$ cat src/rtl/ptt_pkg.sv
package ptt_pkg;
  localparam int DATA_W     = 32;
  localparam int DEF_CNT_W  = 20;
  localparam int DEF_TICK_W = 12;
  localparam int DEF_PRE_W  = 4;
  localparam int EN_BIT     = 24;
  localparam int IE_BIT     = 25;

  typedef enum logic [1:0] {
    ADDR_MODE  = 2'd0,
    ADDR_STAT  = 2'd1,
    ADDR_VALUE = 2'd2,
    ADDR_IMAGE = 2'd3
  } reg_addr_e;
endpackage

$ cat src/rtl/ptt_prescaler.sv
module ptt_prescaler #(
  parameter int PRE_W = 4
) (
  input  logic             clk,
  input  logic             rst_n,
  input  logic             run,
  input  logic             restart,
  output logic             tick,
  output logic [PRE_W-1:0] pre_cnt
);
  localparam logic [PRE_W-1:0] LAST = '1;

  logic [PRE_W-1:0] cnt_q, cnt_d;
  logic             adv;

  assign adv = run && !restart;

  always_comb begin
    cnt_d = '0;
    if (adv) cnt_d = cnt_q + 1'b1;
  end

  always_ff @(posedge clk or negedge rst_n) begin
    if (!rst_n) cnt_q <= '0;
    else        cnt_q <= cnt_d;
  end

  assign tick    = adv && (cnt_q == LAST);
  assign pre_cnt = cnt_q;
endmodule

$ cat src/rtl/ptt_interval_core.sv
module ptt_interval_core #(
  parameter int CNT_W  = 20,
  parameter int TICK_W = 12
) (
  input  logic              clk,
  input  logic              rst_n,
  input  logic              tick,
  input  logic [CNT_W-1:0]  interval,
  input  logic              rd_clear,
  output logic [CNT_W-1:0]  pic,
  output logic [TICK_W-1:0] sec,
  output logic              flag
);
  logic [CNT_W-1:0]  pic_q, pic_d;
  logic [TICK_W-1:0] sec_q, sec_d, sec_base;
  logic              flag_q, flag_d;
  logic              wrap, upd;

  assign wrap = tick && (pic_q >= interval);
  assign upd  = tick || rd_clear;

  always_comb begin
    pic_d = pic_q;
    if (tick) pic_d = wrap ? '0 : pic_q + 1'b1;
    sec_base = rd_clear ? '0 : sec_q;
    sec_d    = sec_base + {{(TICK_W-1){1'b0}}, wrap};
    flag_d   = wrap || (flag_q && !rd_clear);
  end

  always_ff @(posedge clk or negedge rst_n) begin
    if (!rst_n) begin
      pic_q  <= '0;
      sec_q  <= '0;
      flag_q <= 1'b0;
    end else if (upd) begin
      pic_q  <= pic_d;
      sec_q  <= sec_d;
      flag_q <= flag_d;
    end
  end

  assign pic  = pic_q;
  assign sec  = sec_q;
  assign flag = flag_q;
endmodule

$ cat src/rtl/ptt_regs.sv
module ptt_regs
  import ptt_pkg::*;
#(
  parameter int CNT_W  = 20,
  parameter int TICK_W = 12
) (
  input  logic              clk,
  input  logic              rst_n,
  input  logic              valid,
  input  logic              write,
  input  logic [1:0]        addr,
  input  logic [DATA_W-1:0] wdata,
  input  logic [CNT_W-1:0]  pic,
  input  logic [TICK_W-1:0] sec,
  input  logic              flag,
  output logic [CNT_W-1:0]  interval,
  output logic              en,
  output logic              ie,
  output logic              restart,
  output logic              rd_clear,
  output logic [DATA_W-1:0] rdata
);
  logic [CNT_W-1:0] iv_q, iv_d;
  logic             en_q, en_d, ie_q, ie_d;
  logic             mode_wr, rd;
  logic             unused_wdata;

  assign mode_wr      = valid && write && (addr == ADDR_MODE);
  assign rd           = valid && !write;
  assign restart      = mode_wr && wdata[EN_BIT] && !en_q;
  assign rd_clear     = rd && (addr == ADDR_VALUE);
  assign unused_wdata = ^{wdata[DATA_W-1:IE_BIT+1], wdata[EN_BIT-1:CNT_W]};

  always_comb begin
    iv_d = wdata[CNT_W-1:0];
    en_d = wdata[EN_BIT];
    ie_d = wdata[IE_BIT];
  end

  always_ff @(posedge clk or negedge rst_n) begin
    if (!rst_n) begin
      iv_q <= '1;
      en_q <= 1'b0;
      ie_q <= 1'b0;
    end else if (mode_wr) begin
      iv_q <= iv_d;
      en_q <= en_d;
      ie_q <= ie_d;
    end
  end

  always_comb begin
    rdata = '0;
    if (rd) begin
      unique case (addr)
        ADDR_MODE: begin
          rdata[CNT_W-1:0] = iv_q;
          rdata[EN_BIT]    = en_q;
          rdata[IE_BIT]    = ie_q;
        end
        ADDR_STAT: rdata[0] = flag;
        default: begin
          rdata[CNT_W-1:0]      = pic;
          rdata[CNT_W +: TICK_W] = sec;
        end
      endcase
    end
  end

  assign interval = iv_q;
  assign en       = en_q;
  assign ie       = ie_q;
endmodule

$ cat src/rtl/periodic_tick_timer.sv
module periodic_tick_timer
  import ptt_pkg::*;
#(
  parameter int CNT_W  = DEF_CNT_W,
  parameter int TICK_W = DEF_TICK_W,
  parameter int PRE_W  = DEF_PRE_W
) (
  input  logic        clk,
  input  logic        rst_n,
  input  logic        bus_valid,
  input  logic        bus_write,
  input  logic [1:0]  bus_addr,
  input  logic [31:0] bus_wdata,
  output logic [31:0] bus_rdata,
  output logic        tick_irq
);
  logic [1:0]        rst_sync_q;
  logic              rst_n_sync;
  logic              tick_w, run_w, restart_w, rd_clear_w;
  logic              en_w, ie_w, flag_w;
  logic [PRE_W-1:0]  pre_w;
  logic [CNT_W-1:0]  pic_w, interval_w;
  logic [TICK_W-1:0] sec_w;

  always_ff @(posedge clk or negedge rst_n) begin
    if (!rst_n) rst_sync_q <= 2'b00;
    else        rst_sync_q <= {rst_sync_q[0], 1'b1};
  end
  assign rst_n_sync = rst_sync_q[1];

  assign run_w = en_w || (pic_w != '0);

  ptt_prescaler #(.PRE_W(PRE_W)) u_pre (
    .clk(clk), .rst_n(rst_n_sync), .run(run_w), .restart(restart_w),
    .tick(tick_w), .pre_cnt(pre_w)
  );

  ptt_interval_core #(.CNT_W(CNT_W), .TICK_W(TICK_W)) u_core (
    .clk(clk), .rst_n(rst_n_sync), .tick(tick_w), .interval(interval_w),
    .rd_clear(rd_clear_w), .pic(pic_w), .sec(sec_w), .flag(flag_w)
  );

  ptt_regs #(.CNT_W(CNT_W), .TICK_W(TICK_W)) u_regs (
    .clk(clk), .rst_n(rst_n_sync), .valid(bus_valid), .write(bus_write),
    .addr(bus_addr), .wdata(bus_wdata), .pic(pic_w), .sec(sec_w),
    .flag(flag_w), .interval(interval_w), .en(en_w), .ie(ie_w),
    .restart(restart_w), .rd_clear(rd_clear_w), .rdata(bus_rdata)
  );

  assign tick_irq = flag_w && ie_w;
endmodule

$ cat config.mk
export PLATFORM = sky130hd
export DESIGN_NAME = periodic_tick_timer
export DESIGN_NICKNAME = d
export VERILOG_FILES = /design/src/rtl/ptt_pkg.sv /design/src/rtl/ptt_prescaler.sv /design/src/rtl/ptt_interval_core.sv /design/src/rtl/ptt_regs.sv /design/src/rtl/periodic_tick_timer.sv
export SDC_FILE = /design/constraint.sdc
export NUM_CORES = 1
export LEC_CHECK = 0
export ABC_AREA = 1
export BUFFER_PORTS_ARGS = -buffer_cell sky130_fd_sc_hd__buf_2
export CELL_PAD_IN_SITES_DETAIL_PLACEMENT = 1
export CELL_PAD_IN_SITES_GLOBAL_PLACEMENT = 2
export CORE_UTILIZATION = 31
export CTS_CLUSTER_DIAMETER = 80
export DETAILED_ROUTE_END_ITERATION = 10
export PLACE_DENSITY = 0.8
export SYNTH_ARGS = -nofsm -noshare
export SYNTH_HDL_FRONTEND = slang
export SYNTH_SLANG_ARGS = --single-unit
$ cat constraint.sdc
create_clock -name clk -period 2.3 [get_ports clk]
set_clock_uncertainty 0.1 [all_clocks]
set_input_delay 0.345 -clock clk [delete_from_list [all_inputs] [get_ports clk]]
set_output_delay 0.345 -clock clk [all_outputs]
set_load 0.02 [all_outputs]
==> results of run 1 <==
==> worst paths after layout <==
check	depth (start not counted)	start	slack (ps)	to
max	18	u_regs.interval[5]	-370	u_core.sec[7]
min	3	bus_wdata[0]	110	u_regs.interval[0]
max reg2reg	18	u_regs.interval[5]	-370	u_core.sec[7]
min reg2reg	1	rst_sync_q[1]	180	u_core.sec[0]
max in group asynchronous	1	rst_sync_q[1]	1600	u_regs.interval[4]
min in group asynchronous	1	rst_sync_q[1]	180	u_core.sec[0]
==> state kept, by name, indices dropped and copies added, names as in the netlist <==
signal / count
u_core.pic: 20
u_regs.en: 1
u_regs.interval: 20
u_core.sec: 12
u_pre.pre_cnt: 4
rst_sync_q: 2
u_core.flag: 1
u_regs.ie: 1
==> cell type report <==
class	instances	area, um2	share of cell area [%]
Multi-Input combinational cell	463	2720	44.6
Sequential cell	61	1550	25.5
Timing Repair Buffer	140	963	15.8
Inverter	76	288	4.73
Clock buffer	13	280	4.61
Tap cell	176	220	3.62
Clock inverter	3	65.1	1.07
==> cells in the mapped netlist (10+ instances only) <==
library cell	n	area share, %
clkbuf_1	10	0.88
dfrtp_1	41	24
dfstp_2	20	12
ha_1	25	7.3
inv_1	75	6.6
nand2_1	199	17
nand3_1	83	9.7
nor2_1	65	5.7
o21ai_0	36	4.2
xor2_1	18	3.7
==> what timing repair did <==
action                                  4_1_cts  5_1_grt
pin swaps                                    26       19
hold buffers                                  1        0
buffers inserted                             13        2
gates cloned                                  0        1
gates resized for setup                      48       27
hold endpoints to repair                      2        0
endpoints found under the setup margin       11       32
==> metrics by stage <==
step / hold WS [ps] / setup WS (ps)
floorplan: -50.6 / -70.6
global placement: 30.4 / -319
detailed placement: 32.7 / -398
CTS: 104 / -304
global route: 131 / -561
finish: 113 / -372
==> critical path, delay by kind of cell (launching register included) <==
family	cells	cell delay, ps
buffers and inverters	3	240
and+or+nand+nor	12	1120
xor gates and xnor gates	1	140
adders and majority gates	2	420
DFF	1	540
==> cells by family after synthesis <==
family | count (synthesis) | synth area share (%)
AO/OA/AOI/OAI | 48 | 5.85
XOR/XNOR | 22 | 4.50
adder cells (fa/ha/maj) | 25 | 7.31
buffers and inverters | 100 | 9.80
flip-flops | 61 | 36.3
other | 1 | 0.0876
AND/OR/NAND/NOR | 367 | 36.2
==> power groups by stage <==
stage / clock, mW / combinational (mW) / sequential (mW)
2_1_floorplan: 0 / 0.279 / 1.30
3_3_place_gp: 0 / 0.491 / 1.30
3_5_place_dp: 0 / 0.519 / 1.30
4_1_cts: 1.61 / 0.671 / 1.30
5_1_grt: 1.63 / 0.785 / 1.31
6_report: 1.57 / 0.701 / 1.30
==> metal layers <==
layer | global-route usage [%] | vias up | share of wire (%)
met4 | 8.44 | 0 | 2.0
met2 | 40.7 | 79 | 49
met5 | 0 | - | 0
met1 | 29.0 | 2228 | 46
met3 | 3.85 | 21 | 2.9
li1 | - | 2228 | -
==> results.tsv, run 1 <==
stage	metric	value	unit
clocking	cts.sinks	61	
synthesis	syn_inst	624	
sta	setup_tns	-3040	ps
global_routing	grt_pass1_vias	5042	
synthesis	syn_area	4280	um2
outcome	outcome	finished with violations	
sta	setup_viol	11	
power	ir_worst_vdd	445	uV
detailed_routing	vias_per_cell	4.89	
power	power_switching	965	uW
clocking	clk_latency	340	ps
setup_path	cp_cell_sequence	inv_2 -> ha_4 -> nand2_4 -> nor2_4 -> nand4_1 -> nor2_1 -> nand2_1 -> nand4_1 -> nand2_1 -> inv_2 -> ha_4 -> buf_4 -> nand2_4 -> nor2_4 -> nand2_1 -> xor2_1 -> nand2_1 -> nand2_1	
power	intPower	2.60	mW
synthesis	synth_seq_area_share	36.3	%
outcome	violations	setup timing	
die	initial_utilization	32.1	%
clocking	cts_tree	done	
synthesis	ys_seq_elements	61	
global_routing	grtUsageTotal	23.4	%
power	power_density	586	nW/um2
die	rows	42	
place	routabilityCongestion	0.847	
die	die_area	14300	um2
power	p_sw_share	27.1	%
setup_path	start_kind	flip-flop	
sta	finalCritPeriodShare	116	%
power	power.leakage	3.08	nW
setup_path	crit_path_top_delay_cell	dfstp_2	
clocking	clockBufferDepth	2	
place	io_buffer_count	60	
setup_path	cpMostUsedCell	nand2_1	
cells_and_area	nFillCells	1695	
detailed_routing	ant_nets	0	
setup_path	crit_fanout	4	
sta	worst_slack	-372	ps
global_routing	grt_overflow	0	
detailed_routing	vias	4556	
setup_path	max_stage_delay	540	ps
die	coreArea	13300	um2
global_routing	antenna_found_initial	0	
sta	fmax	374	MHz
setup_path	cp-end-kind	flip-flop	
die	fp.dieW	119	um
synthesis	ys_types	29	
power	p_clk_share	44.0	%
detailed_routing	detail_route.wl_per_cell	16.7	um
place	place_area	5270	um2
clocking	clock-root-buffer	clkbuf_16	
power	p_seq_share	36.3	%
synthesis	syn_avg_cell_area	6.86	um2
sta	slew_viol_final	0	
cells_and_area	final_cell_area	6090	um2
sta	period_needed	2670	ps
synthesis	synthArstFlopShare	100	%
cells_and_area	finalNonFillerCells	932	
clocking	clk_pin_slew	60	ps
global_routing	grt_pass1_wl	25800	um
clocking	cts_buffers	9	
sta	hold_violations	0	
cells_and_area	finish.utilization	45.6	%
power	total_power	3.56	mW
sta	maxSlewHeadroom	66.7	%
cells_and_area	syn2layout_area_growth	42.2	%
die	pin_count	71	
sta	tightest_slew	496	ps
detailed_routing	drc	0	
cells_and_area	drive_gt1_share	33.7	%
synthesis	synth_edf_count	0	
global_routing	grt_max_degree	60	
worst_hold_path	min_path_type	in2reg	
place	place_hpwl	11100	um
place	placedCellCount	902	
detailed_routing	first_pass_iters	4	
cells_and_area	layout_commonest_cell	nand2_1	
clocking	htree_levels	3	
synthesis	synth_flop_cell	dfrtp_1	
synthesis	synth.net_count	687	
synthesis	yosys_warnings	0	
power	pwr-share-comb	19.7	%
setup_path	critPathKind	reg2reg	
sta	rsz0062_at_grt	true	
detailed_routing	wl	15600	um
job	maxCapViolCount	0	
cells_and_area	nNetsFinal	814	
die	die_y	119	um
cells_and_area	antennaDiodeCount	0	
setup_path	cp.arrival	2800	ps
setup_path	required	2430	ps
detailed_routing	initialDrtViolationCount	228	
cells_and_area	final_cell_mix	nand2_1 (184), nand3_1 (76), buf_4 (70)	
(Power assumes the default switching activity.)
==> run 2, diff against run 1 <==
Settings changed: CORE_UTILIZATION 31 to 25, PLACE_DENSITY 0.8 to 0.66.
==> results.tsv, run 2 (synthesis gave the netlist of run 1 again) <==
stage	metric	value	unit	change
global_routing	grt_max_degree	41		-32%
sta	tightest_slew	532	ps	+36.0 ps
detailed_routing	wl	16100	um	+3.0%
place	io_buffer_count	60		unchanged
setup_path	cp.buffers_inverters	3		unchanged
setup_path	required	2440	ps	about the same
detailed_routing	ant_nets	0		unchanged
die	die_area	17600	um2	+24%
sta	holdWs	111	ps	-1.62 ps
global_routing	grtUsageTotal	19.4	%	-4.0 points
power	ir_worst_vdd	310	uV	-30%
clocking	clk_pin_slew	60	ps	about the same
power	total_power	3.43	mW	-3.9%
setup_path	crit_fanout	4		unchanged
clocking	clk_latency	340	ps	about the same
cells_and_area	nNetsFinal	815		+0.12%
clocking	cts_buffers	9		unchanged
sta	setup_viol	10		-1
die	pin_count	71		unchanged
place	place_hpwl	11900	um	+6.5%
global_routing	grt_overflow	0		unchanged
clocking	htree_levels	3		unchanged
global_routing	grt_pass1_vias	4872		-3.4%
clocking	clockBufferDepth	2		unchanged
power	power.leakage	3.06	nW	-0.44%
global_routing	antenna_found_initial	0		unchanged
worst_hold_path	min_path_type	in2reg		
power	power_density	555	nW/um2	-5.2%
cells_and_area	layout_commonest_cell	nand2_1		
sta	rsz0062_at_grt	true		
global_routing	grt_pass1_wl	26300	um	+2.1%
detailed_routing	detail_route.wl_per_cell	16.4	um	-1.7%
clocking	cts_tree	done		
sta	worst_slack	-332	ps	+40.2 ps
sta	maxSlewHeadroom	64.5	%	-2.1 points
cells_and_area	multi_input_area	2770	um2	+1.8%
detailed_routing	initialDrtViolationCount	170		-25%
setup_path	cpMostUsedCell	nand2_1		
setup_path	crit_family	simple AND/OR/NAND/NOR gates		
setup_path	crit_path_top_delay_cell	dfstp_2		
die	coreArea	16600	um2	+25%
sta	hold_violations	0		unchanged
clocking	cts.sinks	61		unchanged
cells_and_area	syn2layout_area_growth	44.2	%	
outcome	outcome	finished with violations		
sta	setup_tns	-2590	ps	+454 ps
sta	finalCritPeriodShare	114	%	-1.7 points
setup_path	critPathKind	reg2reg		
cells_and_area	final_cell_mix	nand2_1 (182), buf_4 (71), nand3_1 (69)		
setup_path	cp_cell_sequence	inv_2 -> ha_4 -> nand2_4 -> nor2_4 -> nand2_2 -> nor2_2 -> nand2_1 -> nand4_1 -> nand2_1 -> inv_2 -> ha_4 -> ha_4 -> inv_4 -> nor2_4 -> nand2_2 -> xor2_2 -> nand2_1 -> nand2_1		
setup_path	cp-end-kind	flip-flop		
setup_path	max_stage_delay	540	ps	about the same
detailed_routing	first_pass_iters	4		unchanged
place	pre_cts_slack	-398	ps	+0.276 ps
sta	fmax	380	MHz	+1.5%
detailed_routing	drc	0		unchanged
die	die_y	133	um	+11%
die	initial_utilization	25.7	%	-6.3 points
cells_and_area	finalNonFillerCells	977		+4.8%
cells_and_area	antennaDiodeCount	0		unchanged
sta	period_needed	2630	ps	-40.2 ps
cells_and_area	drive_gt1_share	35.4	%	+1.7 points
place	routabilityCongestion	0.810		-4.4%
setup_path	start_kind	flip-flop		
cells_and_area	nFillCells	2064		+22%
die	fp.dieW	133	um	+11%
place	placedCellCount	952		+5.5%
detailed_routing	vias	4504		-1.1%
setup_path	cp.arrival	2770	ps	-30 ps
job	maxCapViolCount	0		unchanged
clocking	clock-root-buffer	clkbuf_16		
die	rows	47		+12%
sta	slew_viol_final	0		unchanged
detailed_routing	vias_per_cell	4.61		-5.7%
cells_and_area	seqCellArea	1550	um2	about the same
outcome	violations	setup timing		
-- run 2: final timing paths --
kind	cells past startpoint	start	slack (ps)	endpoint
setup / recovery	18	u_regs.interval[19]	-330	u_core.sec[8]
hold / removal	3	bus_wdata[0]	110	u_regs.interval[0]
setup reg to reg	18	u_regs.interval[19]	-330	u_core.sec[8]
hold reg to reg	0	rst_sync_q[1]	150	u_core.pic[13]
max in group asynchronous	1	rst_sync_q[1]	1260	u_regs.interval[1]
min in group asynchronous	0	rst_sync_q[1]	150	u_core.pic[13]
-- run 2: cell type report --
type	count	area share (%)
Tap cell	220	4.46
Sequential cell	61	25.2
Clock inverter	5	0.953
Inverter	76	4.70
Timing Repair Buffer	141	15.8
Multi-Input combinational cell	463	44.8
Clock buffer	11	4.10
-- run 2: timing repair --
item / CTS / global route
gates resized for setup: 55 / 35
setup endpoints to repair: 13 / 32
hold buffers: 1 / 0
pin swaps: 20 / 33
endpoints found under the hold margin: 2 / 0
gates cloned: 1 / 0
setup buffers: 10 / 3
-- run 2: per-layer routing --
layer	wire length (um)	track usage, %
met2	7790	32.9
met5	0	0
met3	404	3.18
met4	179	4.66
met1	7700	25.5
-- run 2: worst register-to-register path, stage by stage (launching register included) --
cell and delay (ps):
dfstp_2 540, inv_2 60, ha_4 280, nand2_4 60
nor2_4 130, nand2_2 80, nor2_2 100, nand2_1 90
nand4_1 110, nand2_1 80, inv_2 80, ha_4 150
ha_4 140, inv_4 40, nor2_4 120, nand2_2 80
xor2_2 170, nand2_1 60, nand2_1 60
-- run 2: power by group --
group | switching, mW | internal, mW
Sequential | 0.0783 | 1.23
Combinational | 0.378 | 0.293
Clock | 0.552 | 0.898
Total | 1.01 | 2.42
-- run 2: metrics by stage --
stage | util [%] | instance area (um2)
floorplan | - | 4350
global placement | 32.3 | 5370
detailed placement | 32.3 | 5370
CTS | 36.3 | 6030
global route | 37.1 | 6170
finish | 37.1 | 6170
